**config.mk**
```make
export PLATFORM = sky130hd
export DESIGN_NAME = dispatch_admit
export DESIGN_NICKNAME = d
export VERILOG_FILES = /design/src/rtl/dga_pkg.sv /design/src/rtl/dga_slot_check.sv /design/src/rtl/dga_stats.sv /design/src/rtl/dispatch_admit.sv
export SDC_FILE = /design/constraint.sdc
export NUM_CORES = 1
export LEC_CHECK = 0
export ABC_AREA = 1
export BUFFER_PORTS_ARGS = -buffer_cell sky130_fd_sc_hd__buf_2
export CAP_MARGIN = 10
export CORE_ASPECT_RATIO = 0.9
export CORE_MARGIN = 2
export CORE_UTILIZATION = 55
export CTS_BUF_LIST = sky130_fd_sc_hd__clkbuf_2 sky130_fd_sc_hd__clkbuf_4 sky130_fd_sc_hd__clkbuf_8
export CTS_CLUSTER_SIZE = 40
export DETAILED_ROUTE_END_ITERATION = 6
export HOLD_SLACK_MARGIN = 0.08
export PLACE_DENSITY = 0.78
export SYNTH_ARGS = -nofsm -noshare
export SYNTH_HDL_FRONTEND = slang
export SYNTH_SLANG_ARGS = --single-unit
```
**constraint.sdc**
```tcl
create_clock -name clk -period 8.5 [get_ports clk]
set_clock_uncertainty 0.05 [all_clocks]
set_input_delay 0.425 -clock clk [delete_from_list [all_inputs] [get_ports clk]]
set_output_delay 0.425 -clock clk [all_outputs]
set_load 0.005 [all_outputs]
```
**src/rtl/dga_pkg.sv**
```systemverilog
package dga_pkg;

  localparam int NUM_CAUSES = 6;

  typedef enum logic [2:0] {
    CAUSE_NONE  = 3'd0,
    CAUSE_REG   = 3'd1,
    CAUSE_ROB   = 3'd2,
    CAUSE_SCHED = 3'd3,
    CAUSE_LQ    = 3'd4,
    CAUSE_SQ    = 3'd5,
    CAUSE_GROUP = 3'd6
  } stall_cause_e;

endpackage

```
**src/rtl/dga_slot_check.sv**
```systemverilog
// Checks one queue slot against the pools, given what older group members already claimed.
module dga_slot_check
  import dga_pkg::*;
#(
  parameter int UOP_W  = 3,
  parameter int DST_W  = 2,
  parameter int CRED_W = 6,
  parameter int SUM_W  = 7
) (
  input  logic              valid,
  input  logic [UOP_W-1:0]  uops,
  input  logic [DST_W-1:0]  ndst,
  input  logic              is_load,
  input  logic              is_store,
  input  logic [SUM_W-1:0]  uop_before,
  input  logic [SUM_W-1:0]  reg_before,
  input  logic [SUM_W-1:0]  sched_before,
  input  logic [SUM_W-1:0]  lq_before,
  input  logic [SUM_W-1:0]  sq_before,
  input  logic [SUM_W-1:0]  width,
  input  logic [CRED_W-1:0] rob_cap,
  input  logic [CRED_W-1:0] reg_cap,
  input  logic [CRED_W-1:0] sched_cap,
  input  logic [CRED_W-1:0] lq_cap,
  input  logic [CRED_W-1:0] sq_cap,
  input  logic              reg_unbounded,
  output logic              ok,
  output stall_cause_e      cause
);

  logic [SUM_W-1:0] uop_after;
  logic [SUM_W-1:0] reg_after;
  logic [SUM_W-1:0] sched_after;
  logic miss_reg, miss_rob, miss_sched, miss_lq, miss_sq, miss_grp;

  always_comb begin
    uop_after   = uop_before + SUM_W'(uops);
    reg_after   = reg_before + SUM_W'(ndst);
    sched_after = sched_before + SUM_W'(uops);
    miss_reg    = !reg_unbounded && (reg_after > SUM_W'(reg_cap));
    miss_rob    = uop_after > SUM_W'(rob_cap);
    miss_sched  = sched_after > SUM_W'(sched_cap);
    miss_lq     = is_load && (lq_before >= SUM_W'(lq_cap));
    miss_sq     = is_store && (sq_before >= SUM_W'(sq_cap));
    // an oversize instruction may still open an empty group
    miss_grp    = (uop_before != '0) && (uop_after > width);
  end

  // fixed priority among causes
  always_comb begin
    if (!valid)          cause = CAUSE_NONE;
    else if (miss_reg)   cause = CAUSE_REG;
    else if (miss_rob)   cause = CAUSE_ROB;
    else if (miss_sched) cause = CAUSE_SCHED;
    else if (miss_lq)    cause = CAUSE_LQ;
    else if (miss_sq)    cause = CAUSE_SQ;
    else if (miss_grp)   cause = CAUSE_GROUP;
    else                 cause = CAUSE_NONE;
    ok = valid && (cause == CAUSE_NONE);
  end

endmodule

```
**src/rtl/dga_stats.sv**
```systemverilog
// Per-cause stall counters and dispatched micro-op histogram.
module dga_stats
  import dga_pkg::*;
#(
  parameter int MAX_W = 4,
  parameter int CNT_W = 16,
  parameter int SUM_W = 7
) (
  input  logic                         clk,
  input  logic                         rst_n,
  input  logic [2:0]                   cause_in,
  input  logic [SUM_W-1:0]             uops_in,
  output logic [NUM_CAUSES*CNT_W-1:0]  stall_cnt,
  output logic [(MAX_W+1)*CNT_W-1:0]   uop_hist
);

  logic [NUM_CAUSES-1:0][CNT_W-1:0] stall_q;
  logic [NUM_CAUSES-1:0][CNT_W-1:0] stall_d;
  logic [NUM_CAUSES-1:0]            stall_en;
  logic [MAX_W:0][CNT_W-1:0]        hist_q;
  logic [MAX_W:0][CNT_W-1:0]        hist_d;
  logic [MAX_W:0]                   hist_en;

  always_comb begin
    for (int c = 0; c < NUM_CAUSES; c++) begin
      stall_en[c] = (cause_in == 3'(c + 1));
      stall_d[c]  = stall_q[c] + CNT_W'(1);
    end
    for (int b = 0; b <= MAX_W; b++) begin
      if (b == MAX_W) hist_en[b] = (uops_in >= SUM_W'(MAX_W));
      else            hist_en[b] = (uops_in == SUM_W'(b));
      hist_d[b] = hist_q[b] + CNT_W'(1);
    end
  end

  for (genvar c = 0; c < NUM_CAUSES; c++) begin : g_stall
    always_ff @(posedge clk or negedge rst_n) begin
      if (!rst_n)           stall_q[c] <= '0;
      else if (stall_en[c]) stall_q[c] <= stall_d[c];
    end

    // counter advances exactly on its own cause
    a_r7_cause_count: assert property (@(posedge clk) disable iff (!rst_n)
      (cause_in == 3'(c + 1)) |=> (stall_q[c] == $past(stall_q[c]) + CNT_W'(1)));
    a_r7_cause_hold: assert property (@(posedge clk) disable iff (!rst_n)
      (cause_in != 3'(c + 1)) |=> $stable(stall_q[c]));
  end

  for (genvar b = 0; b <= MAX_W; b++) begin : g_hist
    always_ff @(posedge clk or negedge rst_n) begin
      if (!rst_n)          hist_q[b] <= '0;
      else if (hist_en[b]) hist_q[b] <= hist_d[b];
    end
  end

  // exactly one bin selected per cycle
  a_r8_one_bin: assert property (@(posedge clk) disable iff (!rst_n)
    $onehot0(hist_en) && (hist_en != '0));

  assign stall_cnt = stall_q;
  assign uop_hist  = hist_q;

endmodule

```
**src/rtl/dispatch_admit.sv**
```systemverilog
module dispatch_admit
  import dga_pkg::*;
#(
  parameter int MAX_W     = 4,
  parameter int DEFAULT_W = 2,
  parameter int N_SCHED   = 2,
  parameter int UOP_W     = 3,
  parameter int DST_W     = 2,
  parameter int CRED_W    = 6,
  parameter int CNT_W     = 16,
  localparam int SID_W    = (N_SCHED > 1) ? $clog2(N_SCHED) : 1,
  localparam int WCFG_W   = $clog2(MAX_W + 1),
  localparam int SUM_W    = ((CRED_W > UOP_W + WCFG_W) ? CRED_W : (UOP_W + WCFG_W)) + 1
) (
  input  logic                          clk,
  input  logic                          rst_n,
  input  logic [WCFG_W-1:0]             cfg_width,
  input  logic [CRED_W-1:0]             reg_pool_size,
  input  logic [MAX_W-1:0]              slot_valid,
  input  logic [MAX_W*UOP_W-1:0]        slot_uops,
  input  logic [MAX_W*DST_W-1:0]        slot_ndst,
  input  logic [MAX_W*SID_W-1:0]        slot_sched,
  input  logic [MAX_W-1:0]              slot_load,
  input  logic [MAX_W-1:0]              slot_store,
  input  logic [CRED_W-1:0]             rob_free,
  input  logic [CRED_W-1:0]             reg_free,
  input  logic [N_SCHED*CRED_W-1:0]     sched_free,
  input  logic [CRED_W-1:0]             lq_free,
  input  logic [CRED_W-1:0]             sq_free,
  output logic [MAX_W-1:0]              disp_vec,
  output logic [WCFG_W-1:0]             disp_cnt,
  output logic [SUM_W-1:0]              disp_uops,
  output logic [2:0]                    stall_cause,
  output logic [NUM_CAUSES*CNT_W-1:0]   stall_cnt,
  output logic [(MAX_W+1)*CNT_W-1:0]    uop_hist
);

  logic [SUM_W-1:0] width_eff;
  logic             reg_unbounded;

  // width selection
  always_comb begin
    if (cfg_width == '0)                     width_eff = SUM_W'(DEFAULT_W);
    else if (cfg_width > WCFG_W'(MAX_W))     width_eff = SUM_W'(MAX_W);
    else                                     width_eff = SUM_W'(cfg_width);
  end
  assign reg_unbounded = (reg_pool_size == '0);

  // running claims of older slots, assuming every older slot joins the group
  logic [SUM_W-1:0] uop_pre [MAX_W+1];
  logic [SUM_W-1:0] reg_pre [MAX_W];
  logic [SUM_W-1:0] lq_pre  [MAX_W];
  logic [SUM_W-1:0] sq_pre  [MAX_W];
  logic [SUM_W-1:0] sch_pre [MAX_W][N_SCHED];

  logic [MAX_W-1:0] slot_ok;
  logic [MAX_W-1:0] admit;
  logic [MAX_W-1:0] older_in;
  stall_cause_e     slot_cause [MAX_W];

  assign uop_pre[0] = '0;
  assign reg_pre[0] = '0;
  assign lq_pre[0]  = '0;
  assign sq_pre[0]  = '0;
  for (genvar s = 0; s < N_SCHED; s++) begin : g_sch0
    assign sch_pre[0][s] = '0;
  end

  for (genvar g = 0; g < MAX_W; g++) begin : g_slot
    logic [UOP_W-1:0]  u;
    logic [DST_W-1:0]  nd;
    logic [SID_W-1:0]  sid;
    logic [SUM_W-1:0]  sch_before;
    logic [CRED_W-1:0] sch_cap;

    assign u          = slot_uops[g*UOP_W +: UOP_W];
    assign nd         = slot_ndst[g*DST_W +: DST_W];
    assign sid        = slot_sched[g*SID_W +: SID_W];
    assign sch_before = sch_pre[g][sid];
    assign sch_cap    = sched_free[sid*CRED_W +: CRED_W];

    assign uop_pre[g+1] = uop_pre[g] + SUM_W'(u);
    if (g < MAX_W - 1) begin : g_acc
      assign reg_pre[g+1] = reg_pre[g] + SUM_W'(nd);
      assign lq_pre[g+1]  = lq_pre[g] + SUM_W'(slot_load[g]);
      assign sq_pre[g+1]  = sq_pre[g] + SUM_W'(slot_store[g]);
      for (genvar s = 0; s < N_SCHED; s++) begin : g_sch
        assign sch_pre[g+1][s] = sch_pre[g][s] + ((sid == SID_W'(s)) ? SUM_W'(u) : '0);
      end
    end

    dga_slot_check #(
      .UOP_W (UOP_W),
      .DST_W (DST_W),
      .CRED_W(CRED_W),
      .SUM_W (SUM_W)
    ) u_check (
      .valid        (slot_valid[g]),
      .uops         (u),
      .ndst         (nd),
      .is_load      (slot_load[g]),
      .is_store     (slot_store[g]),
      .uop_before   (uop_pre[g]),
      .reg_before   (reg_pre[g]),
      .sched_before (sch_before),
      .lq_before    (lq_pre[g]),
      .sq_before    (sq_pre[g]),
      .width        (width_eff),
      .rob_cap      (rob_free),
      .reg_cap      (reg_free),
      .sched_cap    (sch_cap),
      .lq_cap       (lq_free),
      .sq_cap       (sq_free),
      .reg_unbounded(reg_unbounded),
      .ok           (slot_ok[g]),
      .cause        (slot_cause[g])
    );

    // a slot joins only behind an unbroken run of admitted older slots
    if (g == 0) begin : g_head
      assign older_in[g] = 1'b1;
    end else begin : g_tail
      assign older_in[g] = admit[g-1];
    end
    assign admit[g] = slot_ok[g] && older_in[g];
  end

  stall_cause_e first_cause;

  always_comb begin
    disp_cnt    = '0;
    disp_uops   = '0;
    first_cause = CAUSE_NONE;
    for (int i = 0; i < MAX_W; i++) begin
      if (admit[i]) begin
        disp_cnt  = WCFG_W'(i + 1);
        disp_uops = uop_pre[i+1];
      end
      if (older_in[i] && !admit[i]) first_cause = slot_cause[i];
    end
    // a full group is never a stall
    stall_cause = (disp_uops >= width_eff) ? 3'(CAUSE_NONE) : 3'(first_cause);
  end

  assign disp_vec = admit;

  dga_stats #(
    .MAX_W(MAX_W),
    .CNT_W(CNT_W),
    .SUM_W(SUM_W)
  ) u_stats (
    .clk      (clk),
    .rst_n    (rst_n),
    .cause_in (stall_cause),
    .uops_in  (disp_uops),
    .stall_cnt(stall_cnt),
    .uop_hist (uop_hist)
  );

  for (genvar g = 1; g < MAX_W; g++) begin : g_chk_order
    a_r1_prefix: assert property (@(posedge clk) disable iff (!rst_n)
      disp_vec[g] |-> disp_vec[g-1]);
  end

  a_r2_width: assert property (@(posedge clk) disable iff (!rst_n)
    (disp_cnt > WCFG_W'(1)) |-> (disp_uops <= width_eff));

  a_r3_rob: assert property (@(posedge clk) disable iff (!rst_n)
    disp_uops <= SUM_W'(rob_free));

  a_r5_loads: assert property (@(posedge clk) disable iff (!rst_n)
    $countones(disp_vec & slot_load) <= int'(lq_free));

  a_r5_stores: assert property (@(posedge clk) disable iff (!rst_n)
    $countones(disp_vec & slot_store) <= int'(sq_free));

  a_r6_stall_room: assert property (@(posedge clk) disable iff (!rst_n)
    (stall_cause != 3'(CAUSE_NONE)) |-> (disp_uops < width_eff));

endmodule

```
# Word level (Yosys, flattened, before mapping)
# Index checks and enable logic that the tools add are counted.
# word_totals
register_bits	176
word_cells	189
output_inout_bits	193
# op_classes
n_bitwise	4
n_mul	4
n_reduce_logical	39
add_sub_neg	29
n_shift	4
muxes	59
eq_ne	9
n_lt_le_gt_ge	30
# op_table
cell	n
$add 16x1->16 const B	11
$mux 3	43
$mux 7	12
$gt 7x6->1	10
$shiftx 12x5->6	4
$add 7x3->7	4
$logic_and 1x1->1	25
$gt 7x7->1	3
$reduce_bool 7->1	3
$add 4x3->5	3
$logic_not 3->1	5
$eq 7x2->1 const B	2
$add 3x3->4	3
$ge 1x6->1	2
$ge 1x6->1 const A	2
$ge 2x6->1	2
$ge 3x6->1	2
$mul 1x2->3 const B	4
$eq 3x3->1 const B	3
$ge 2x2->1 const B	4
$not 1->2	4
$eq 7x1->1 const B	1
$ge 7x3->1 const B	1
$ge 7x7->1	1
other kinds (18)	24

# Logic depth before layout (Yosys ltp)
# Gate-level depths: netlist (run 1).
# logic_depth
depth_word	22
mapped_depth	42

# Modules after synthesis
# Synthesis (run 1) repeated with hierarchy kept, for this count alone.
# hier_totals
hier_cells	2581
hier_area_um2	17661.9
# modules_own_cells
module	instances	cells_per_inst	area_per_inst_um2
dga_stats	1	1087	8819.7
dga_slot_check at g_slot[1].u_check ...	3	292	1724.2
dispatch_admit	1	325	1935.6
dga_slot_check at g_slot[0].u_check	1	293	1734.2

# Worst setup path before layout (run 1)
# No wires, ideal clock.
# synth_timing
path_kind	input-to-output
from	input slot_sched[0]
to	output stall_cause[1]
arrival_ns	5.999
path_slack_ns	2.026
required_ns	8.025
path_buffers	3
path_stages	35
path_cell_list	clkbuf_1 -> nand2_1 -> inv_1 -> ha_1 -> inv_1 -> fa_1 -> fa_1 -> or2_2 -> o21ai_0 -> inv_1 -> fa_1 -> nor2_1 -> o21ai_0 -> xor2_1 -> ha_1 -> and3_1 -> nand2_1 -> nand3_1 -> nand2_1 -> nand2_1 -> nand2_1 -> nand3_1 -> a21oi_1 -> nand2_1 -> nand3_1 -> nand3_2 -> inv_2 -> ha_1 -> o21ai_0 -> nand2_1 -> a21oi_1 -> nand3_4 -> nor2_2 -> buf_6 -> buf_2
# synth_via
word_cells_on_any_way	67
cone_classes	add/sub: 7; mul: 1; order compare: 5; shift: 1; mux: 36; reduce/logical: 17
# synth_lines
item	line_no	source
from (decl)	dispatch_admit.sv:22	input logic [MAX_W*SID_W-1:0] slot_sched,
$mux 3	dispatch_admit.sv:88	assign sch_pre[g+1][s] = sch_pre[g][s] + ((sid == SID_W'(s)) ? SUM_W'(u) : '0);
$add 3x3->4 or $mux 3 (tied branches)	dispatch_admit.sv:88, dispatch_admit.sv:79	
$add 4x3->5 (tied with other cells)	dispatch_admit.sv:88	
$mux 5 (implied by the code) or $mux 7 (tied branches)	dispatch_admit.sv:79	assign sch_before = sch_pre[g][sid];
$mux 7 (implied by the code) or $add 7x3->7 (tied branches)	dispatch_admit.sv:79, dga_slot_check.sv:39	
$mux 7 (implied by the code) (tied with other cells)	dispatch_admit.sv:79	
$add 7x3->7 (tied with other cells)	dga_slot_check.sv:39	sched_after = sched_before + SUM_W'(uops);
$gt 7x6->1 (tied with other cells)	dga_slot_check.sv:42	miss_sched = sched_after > SUM_W'(sched_cap);
(+3 left out)	--	
$mux 3 (tied with other cells)	dga_slot_check.sv:51	if (!valid) cause = CAUSE_NONE;
$logic_not 3->1 (tied with other cells)	dga_slot_check.sv:59	ok = valid && (cause == CAUSE_NONE);
$logic_and 1x1->1 (tied with other cells)	dga_slot_check.sv:59	
$logic_and 1x1->1 or $mux 7 (tied branches)	dispatch_admit.sv:125, dispatch_admit.sv:135	
$mux 7 (*)	dispatch_admit.sv:135	if (admit[i]) begin
net disp_uops[0]	dispatch_admit.sv:32	output logic [SUM_W-1:0] disp_uops,
$ge 7x7->1 (*)	dispatch_admit.sv:142	stall_cause = (disp_uops >= width_eff) ? 3'(CAUSE_NONE) : 3'(first_cause);
$mux 3 (*)	dispatch_admit.sv:142	
to (decl)	dispatch_admit.sv:33	output logic [2:0] stall_cause,
# The timed path passes the listed nets; every way through them passes the cells marked *. The select of a mux whose other input is x is not followed.

# Final worst setup path (run 1)
# layout_timing
from	input slot_sched[0]
to	output stall_cause[1]
# layout_via
elab_chain_len	19
word_cells_on_any_way	67
cone_classes	add/sub: 7; mul: 1; order compare: 5; shift: 1; mux: 36; reduce/logical: 17
# layout_rtl
item	line_no
parallel branches: the longest is 18 deep, another holds $add 7x3->7	--
$mux 3 (*)	dispatch_admit.sv:142
# Every way passes the cells marked *. The select of a mux whose other input is x is not followed.

==> flow_metrics.py, run 1 <==
metrics = {
    "timing": {
        "final.min_clock_period_ns": 7.16,
        "setup_violations": 0,
        "hold_viol_final": 0,
        "fin_tns_setup_ns": 0,
        "final.setup.worst_slack_ns": 1.34,
        "achievable-frequency_mhz": 140,
        "drv_slew": 0,
        "tightestPinTransition_ns": 1.02,
        "worst_rel_slew_slack_pct": 32.2,
        "rsz_0062_raised_after_global_routing": "false",
        "fin_crit_sh_pct": 84.2,
    },
    "synthesis": {
        "yosys.area_share.adder_pct": 12.5,
        "synth_largest_type_area_fraction_pct": 29.0,
        "synthCells": 2142,
        "ys_seq_area_share_pct": 29.0,
        "async_flop_share_pct": 100,
        "synth_enable_flop_cells": 0,
        "yosys-mux-area-fraction_pct": 0.0742,
        "synth_xor_area_share_pct": 9.99,
        "synth_top_cells_by_count": "nand2_1 (614), inv_1 (281), nand3_1 (215)",
        "synth_top_family_by_area": "simple AND/OR/NAND/NOR gates",
        "synth_warnings": 0,
        "postSynthAreaPerCell_um2": 7.08,
        "yosysMostFrequentCell": "nand2_1",
        "compound_gate_portion_of_the_synthesized_area_pct": 4.46,
        "synthFlopType": "dfrtp_1",
        "postSynthRegisterBits": 176,
        "post_synth_main_area_contributors": "dfrtp_1 (29%), nand2_1 (15%), ha_1 (10%)",
        "synth_simple_gate_area_share_pct": 34.6,
        "ys_types": 46,
        "mappedNetlistArea_um2": 15200,
        "yosysTopAreaCell": "dfrtp_1",
    },
    "setup_path": {
        "timing.critical_path.fanout_max": 16,
        "critical-path-slowest-cell": "fa_1",
        "crit_path_frequent_cell": "nand2_1",
        "cp.buffers_inverters": 9,
        "crit_arrival_ns": 6.68,
        "timing.critical_path.from_type": "primary input",
        "crit_path_end_kind": "output port",
        "critical_path_class": "in2out",
        "worst_path_largest_cell_delay_ns": 0.49,
        "r2r_setup_slk_ns": 6.43,
        "critical_path_required_ns": 8.03,
        "crit_family": "simple AND/OR/NAND/NOR gates",
    },
    "global_routing": {
        "maximum_number_of_pins_on_one_net_before_global_route_repair": 113,
        "grt_util_all_layers_pct": 28.1,
        "grt_first_pass_wirelength_mm": 67.2,
        "first_global_vias": 13870,
        "grt.overflow.total": 0,
        "grt_antenna_before_repair": 3,
    },
    "placed_design": {
        "half_perimeter_wire_length_of_the_detailed_placement_result_mm": 31.1,
        "place.port_buffers": 272,
        "globalplace.congestion": 0.963,
        "dpl_worst_slack_ns": 1.17,
    },
    "flow_run": {
        "max-cap-violations": 0,
    },
    "cts": {
        "tritoncts.num_buffers": 17,
        "cts-root-to-sink-buffers": 2,
        "cts-resized-gates": 0,
        "cts.hold.buffers_added": 1,
        "cts-root-buf": "clkbuf_8",
        "number_of_h_tree_branching_levels": 4,
        "post_cts.repair.setup_buffers": 0,
        "post_cts_clock_slew_at_the_launch_and_capture_registers_of_the_worst_setup_and_hold_paths_ns": 0.10,
        "cts_tree": "done",
        "worst_skew_pair.late_latency_ns": 0.48,
        "clock-sinks": 176,
    },
    "power": {
        "final_power_w": 0.00284,
        "pwr-share-seq_pct": 38.5,
        "power.density_nw_per_um2": 165,
        "internal_power_w": 0.00159,
        "irDropWorstVdd_mv": 0.0935,
        "share_clk_of_total_power_pct": 21.6,
        "power.switching_fraction_pct": 44.1,
        "power.leakage_nw": 9.52,
        "power.share.combinational_pct": 40.0,
        "power.switching_w": 0.00125,
    },
    "floorplanning": {
        "floorplan.die.height_um": 162,
        "chipWidth_um": 179,
        "die_outline_area_um2": 28900,
        "initial_utilization_pct": 56.1,
        "design.core.area_um2": 27000,
        "row_count": 57,
        "boundaryPins": 276,
    },
    "layout": {
        "fill_cells": 2450,
        "layout-area-overhead-vs-synth_pct": 13.0,
        "layout.nets": 2608,
        "post_route_cells_drive_above_1_share_pct": 15.0,
        "multi_input_logic_area_um2": 9360,
        "layout.area.seq_um2": 4400,
    },
    "route": {
        "routedWlPerCell_um": 14.6,
        "first_iter_violations": 1212,
        "detail_route.wirelength_mm": 40.1,
        "route.detailed.drc": 0,
        "antenna_violating_nets_post_route": 0,
        "avgViaCountPerCell": 5.46,
        "vias": 15020,
        "tritonroute_pass_1_iters": 7,
    },
    "status": {
        "status": "completed",
    },
    "hold_path": {
        "holdCritPathClass": "reg2reg",
    },
}
-- cells by family after synthesis --
| kind of cell | after synthesis |
|---|---|
| simple gates | 1172 |
| compound gates | 127 |
| flops | 176 |
| other cells | 1 |
| mux | 1 |
| xor+xnor | 173 |
| fa+ha+maj | 142 |
| buf+inv | 350 |
-- stage by stage --
step                hold WS [ns]  cell area [µm²]  cells  utilization (%)
finish                     0.467            17100   2752             63.4
global route               0.497            17100   2751             63.4
CTS                        0.472            17100   2750             63.4
detailed placement         0.442            16700   2717             61.8
global placement           0.426            16700   2717             61.8
floorplan                 0.0794            15200   2144                -
-- state kept, by name, summed over array words and instances (netlist names) --
signal	flops
u_stats.stall_cnt	96
u_stats.uop_hist	80
-- tightest hold or removal path, delay by kind of cell, from the launching register on --
kind / cells / cell delay [ns]
and+or+nand+nor: 2 / 0.11
DFF: 1 / 0.39
-- power groups by stage --
stage,combinational (W),clock [W],sequential [W]
global route,0.00130,0.000661,0.00111
finish,0.00113,0.000611,0.00109
global placement,0.00108,0,0.00110
CTS,0.00113,0.000629,0.00109
detailed placement,0.00113,0,0.00110
floorplan,0.000778,0,0.00108
-- layer usage --
metal | GRT usage, % | vias to the layer above | routed length (µm)
met5 | 0 | - | 13
met4 | 7.61 | 2 | 815
met3 | 4.76 | 69 | 2870
met2 | 44.5 | 520 | 18300
met1 | 39.5 | 7041 | 18100
li1 | - | 7388 | -
-- cell usage in the layout (no fill, tap or decap), types with 15 or more instances in the layout --
cell type    n
xnor2_1     49
fa_1        15
nor2_1     134
o21ai_0     50
buf_2      271
o21ai_1     23
nor3_1      52
nand4_1     75
nand2_1    614
nor4_1      28
nand3_1    215
dfrtp_1    176
ha_1       127
a21oi_1     33
clkbuf_8    17
inv_1      281
xor2_1     124
-- path summary, 6_finish.rpt --
check                                        end  cells after the start             startpoint
max                               stall_cause[1]                     35          slot_sched[0]
min                        u_stats.stall_cnt[13]                      2  u_stats.stall_cnt[13]
max reg2reg                u_stats.stall_cnt[95]                      9  u_stats.stall_cnt[80]
min reg2reg                u_stats.stall_cnt[13]                      2  u_stats.stall_cnt[13]
max in group asynchronous  u_stats.stall_cnt[63]                      3                  rst_n
min in group asynchronous   u_stats.uop_hist[54]                      2                  rst_n
-- cell type report --
cell class | instances | share of cell area, %
Clock inverter | 15 | 1.05
Antenna cell | 2 | 0.0292
Inverter | 290 | 6.35
Clock buffer | 17 | 1.36
Tap cell | 354 | 2.58
Sequential cell | 176 | 25.7
Multi-Input combinational cell | 1618 | 54.6
Timing Repair Buffer | 280 | 8.34
No activity file was read; power rests on OpenSTA's default activity.
==> run 2: changes to the inputs <==
clock period = 7.2 ns   (was 8.5 ns; I/O delays follow)
==> flow_metrics.py, run 2 (same netlist as run 1, synthesis figures left out) <==
metrics = {
    "cts": {
        "tritoncts.num_buffers": 17,
        "cts-root-to-sink-buffers": 2,
        "cts_tree": "done",
        "clock-sinks": 176,
        "number_of_h_tree_branching_levels": 4,
        "worst_skew_pair.late_latency_ns": 0.47,
        "post_cts_clock_slew_at_the_launch_and_capture_registers_of_the_worst_setup_and_hold_paths_ns": 0.11,
        "cts-root-buf": "clkbuf_8",
    },
    "placed_design": {
        "globalplace.congestion": 0.981,
        "place.port_buffers": 272,
        "half_perimeter_wire_length_of_the_detailed_placement_result_mm": 31.2,
        "dpl_worst_slack_ns": 0.131,
    },
    "hold_path": {
        "holdCritPathClass": "reg2reg",
        "worst_hold_path.num_cells": 2,
        "worstHoldEndpoint": "u_stats.uop_hist[36]",
        "hold_start": "u_stats.uop_hist[36]",
    },
    "power": {
        "power.density_nw_per_um2": 196,
        "irDropWorstVdd_mv": 0.123,
        "power.leakage_nw": 9.58,
        "final_power_w": 0.00338,
    },
    "global_routing": {
        "grt_first_pass_wirelength_mm": 67.2,
        "maximum_number_of_pins_on_one_net_before_global_route_repair": 103,
        "first_global_vias": 13740,
        "grt_util_all_layers_pct": 28.1,
        "grt.overflow.total": 0,
        "grt_antenna_before_repair": 1,
    },
    "setup_path": {
        "crit-reg2reg-launch": "u_stats.stall_cnt[82]",
        "critical_path_required_ns": 6.79,
        "timing.critical_path.fanout_max": 17,
        "crit_path_end_kind": "output port",
        "timing.critical_path.from_type": "primary input",
        "r2r_setup_slk_ns": 5.13,
        "cp.buffers_inverters": 9,
        "crit_family": "adder cells",
        "critical-path-slowest-cell": "fa_1",
        "crit_path_frequent_cell": "nand2_1",
        "rr_endpoint": "u_stats.stall_cnt[95]",
        "crit_arrival_ns": 6.31,
        "worst_path_largest_cell_delay_ns": 0.50,
        "r2r_cells": 9,
        "critical_path_class": "in2out",
    },
    "route": {
        "avgViaCountPerCell": 5.43,
        "top_signal_layer_used": "met4",
        "first_iter_violations": 1198,
        "met2_length_mm": 18.5,
        "antenna_violating_nets_post_route": 0,
        "routedWlPerCell_um": 14.6,
        "route.detailed.drc": 0,
        "routedLengthMet1_mm": 18.4,
        "detail_route.wirelength_mm": 40.4,
        "met3_routed_wirelength_mm": 2.76,
        "tritonroute_pass_1_iters": 5,
        "vias": 15006,
    },
    "timing": {
        "fin_crit_sh_pct": 93.3,
        "hold_viol_final": 0,
        "final.setup.worst_slack_ns": 0.481,
        "setup_violations": 0,
        "worst_rel_slew_slack_pct": 36.3,
        "final.min_clock_period_ns": 6.72,
        "tightestPinTransition_ns": 0.955,
        "drv_slew": 0,
        "hold-worst-slack_ns": 0.466,
        "achievable-frequency_mhz": 149,
    },
    "layout": {
        "layout-area-overhead-vs-synth_pct": 13.7,
        "layout.cells.most_common": "nand2_1",
        "layout.nets": 2620,
        "largest_register_ff_count": 96,
        "final_util_pct": 63.8,
        "post_route_cells_drive_above_1_share_pct": 15.5,
        "final_cell_mix": "nand2_1 (614), inv_1 (281), buf_2 (270)",
    },
    "floorplanning": {
        "chipWidth_um": 179,
        "initial_utilization_pct": 56.1,
        "floorplan.die.height_um": 162,
        "row_count": 57,
        "die_outline_area_um2": 28900,
        "design.core.area_um2": 27000,
        "boundaryPins": 276,
    },
    "status": {
        "status": "completed",
    },
    "flow_run": {
        "max-cap-violations": 0,
    },
}
[run 2: area by class of cell]
| cell class | instances | area (µm²) |
|---|---|---|
| multi-input combinational | 1618 | 9380 |
| clock inverter | 15 | 178 |
| antenna | 1 | 2.50 |
| fill | 2457 | 9780 |
| clock buffer | 17 | 234 |
| tap | 354 | 443 |
| timing repair buffer | 292 | 1530 |
| sequential | 176 | 4400 |
| inverter | 290 | 1090 |
[run 2: power breakdown]
group,internal (W),switching (W),leakage [nW]
Clock,0.000267,0.000446,0.196
Combinational,0.000510,0.000866,6.97
Sequential,0.00111,0.000178,2.41
Total,0.00189,0.00149,9.58
[run 2: how the worst max path moves through the flow]
stage	start	end	slack [ns]	cells after the start
2_1_floorplan	slot_sched[0]	stall_cause[1]	0.86	35
3_3_place_gp	slot_sched[1]	u_stats.stall_cnt[38]	0.40	36
3_5_place_dp	slot_sched[0]	u_stats.stall_cnt[38]	0.13	36
4_1_cts	slot_sched[0]	stall_cause[0]	0.35	35
5_1_grt	slot_sched[0]	stall_cause[0]	-0.0005	36
6_report	slot_sched[0]	stall_cause[0]	0.48	36
[run 2: routing by layer]
| layer | vias up | global-route usage (%) |
|---|---|---|
| met5 | - | 0 |
| met4 | 0 | 7.06 |
| met3 | 56 | 4.21 |
| met2 | 508 | 45.0 |
| met1 | 7009 | 39.7 |
| li1 | 7433 | - |
[run 2: timing repair]
| action | CTS | global route |
|---|---|---|
| endpoints found under the hold margin | 101 | 0 |
| hold buffers | 1 | 0 |
| gates resized for setup | 0 | 6 |
| buffers inserted | 0 | 3 |
| endpoints found under the setup margin | 0 | 12 |
[run 2: per-stage QoR]
stage               std cells  setup TNS (ns)  cell area, µm²
floorplan                2144               0           15200
global placement         2726               0           16800
detailed placement       2726               0           16800
CTS                      2759               0           17200
global route             2762       -0.000515           17200
finish                   2763               0           17300
[run 2: tightest hold or removal path: stages, from the launching register on]
cell and delay (ns):
dfrtp_1 0.39, nand2_1 0.06, nand2_1 0.05
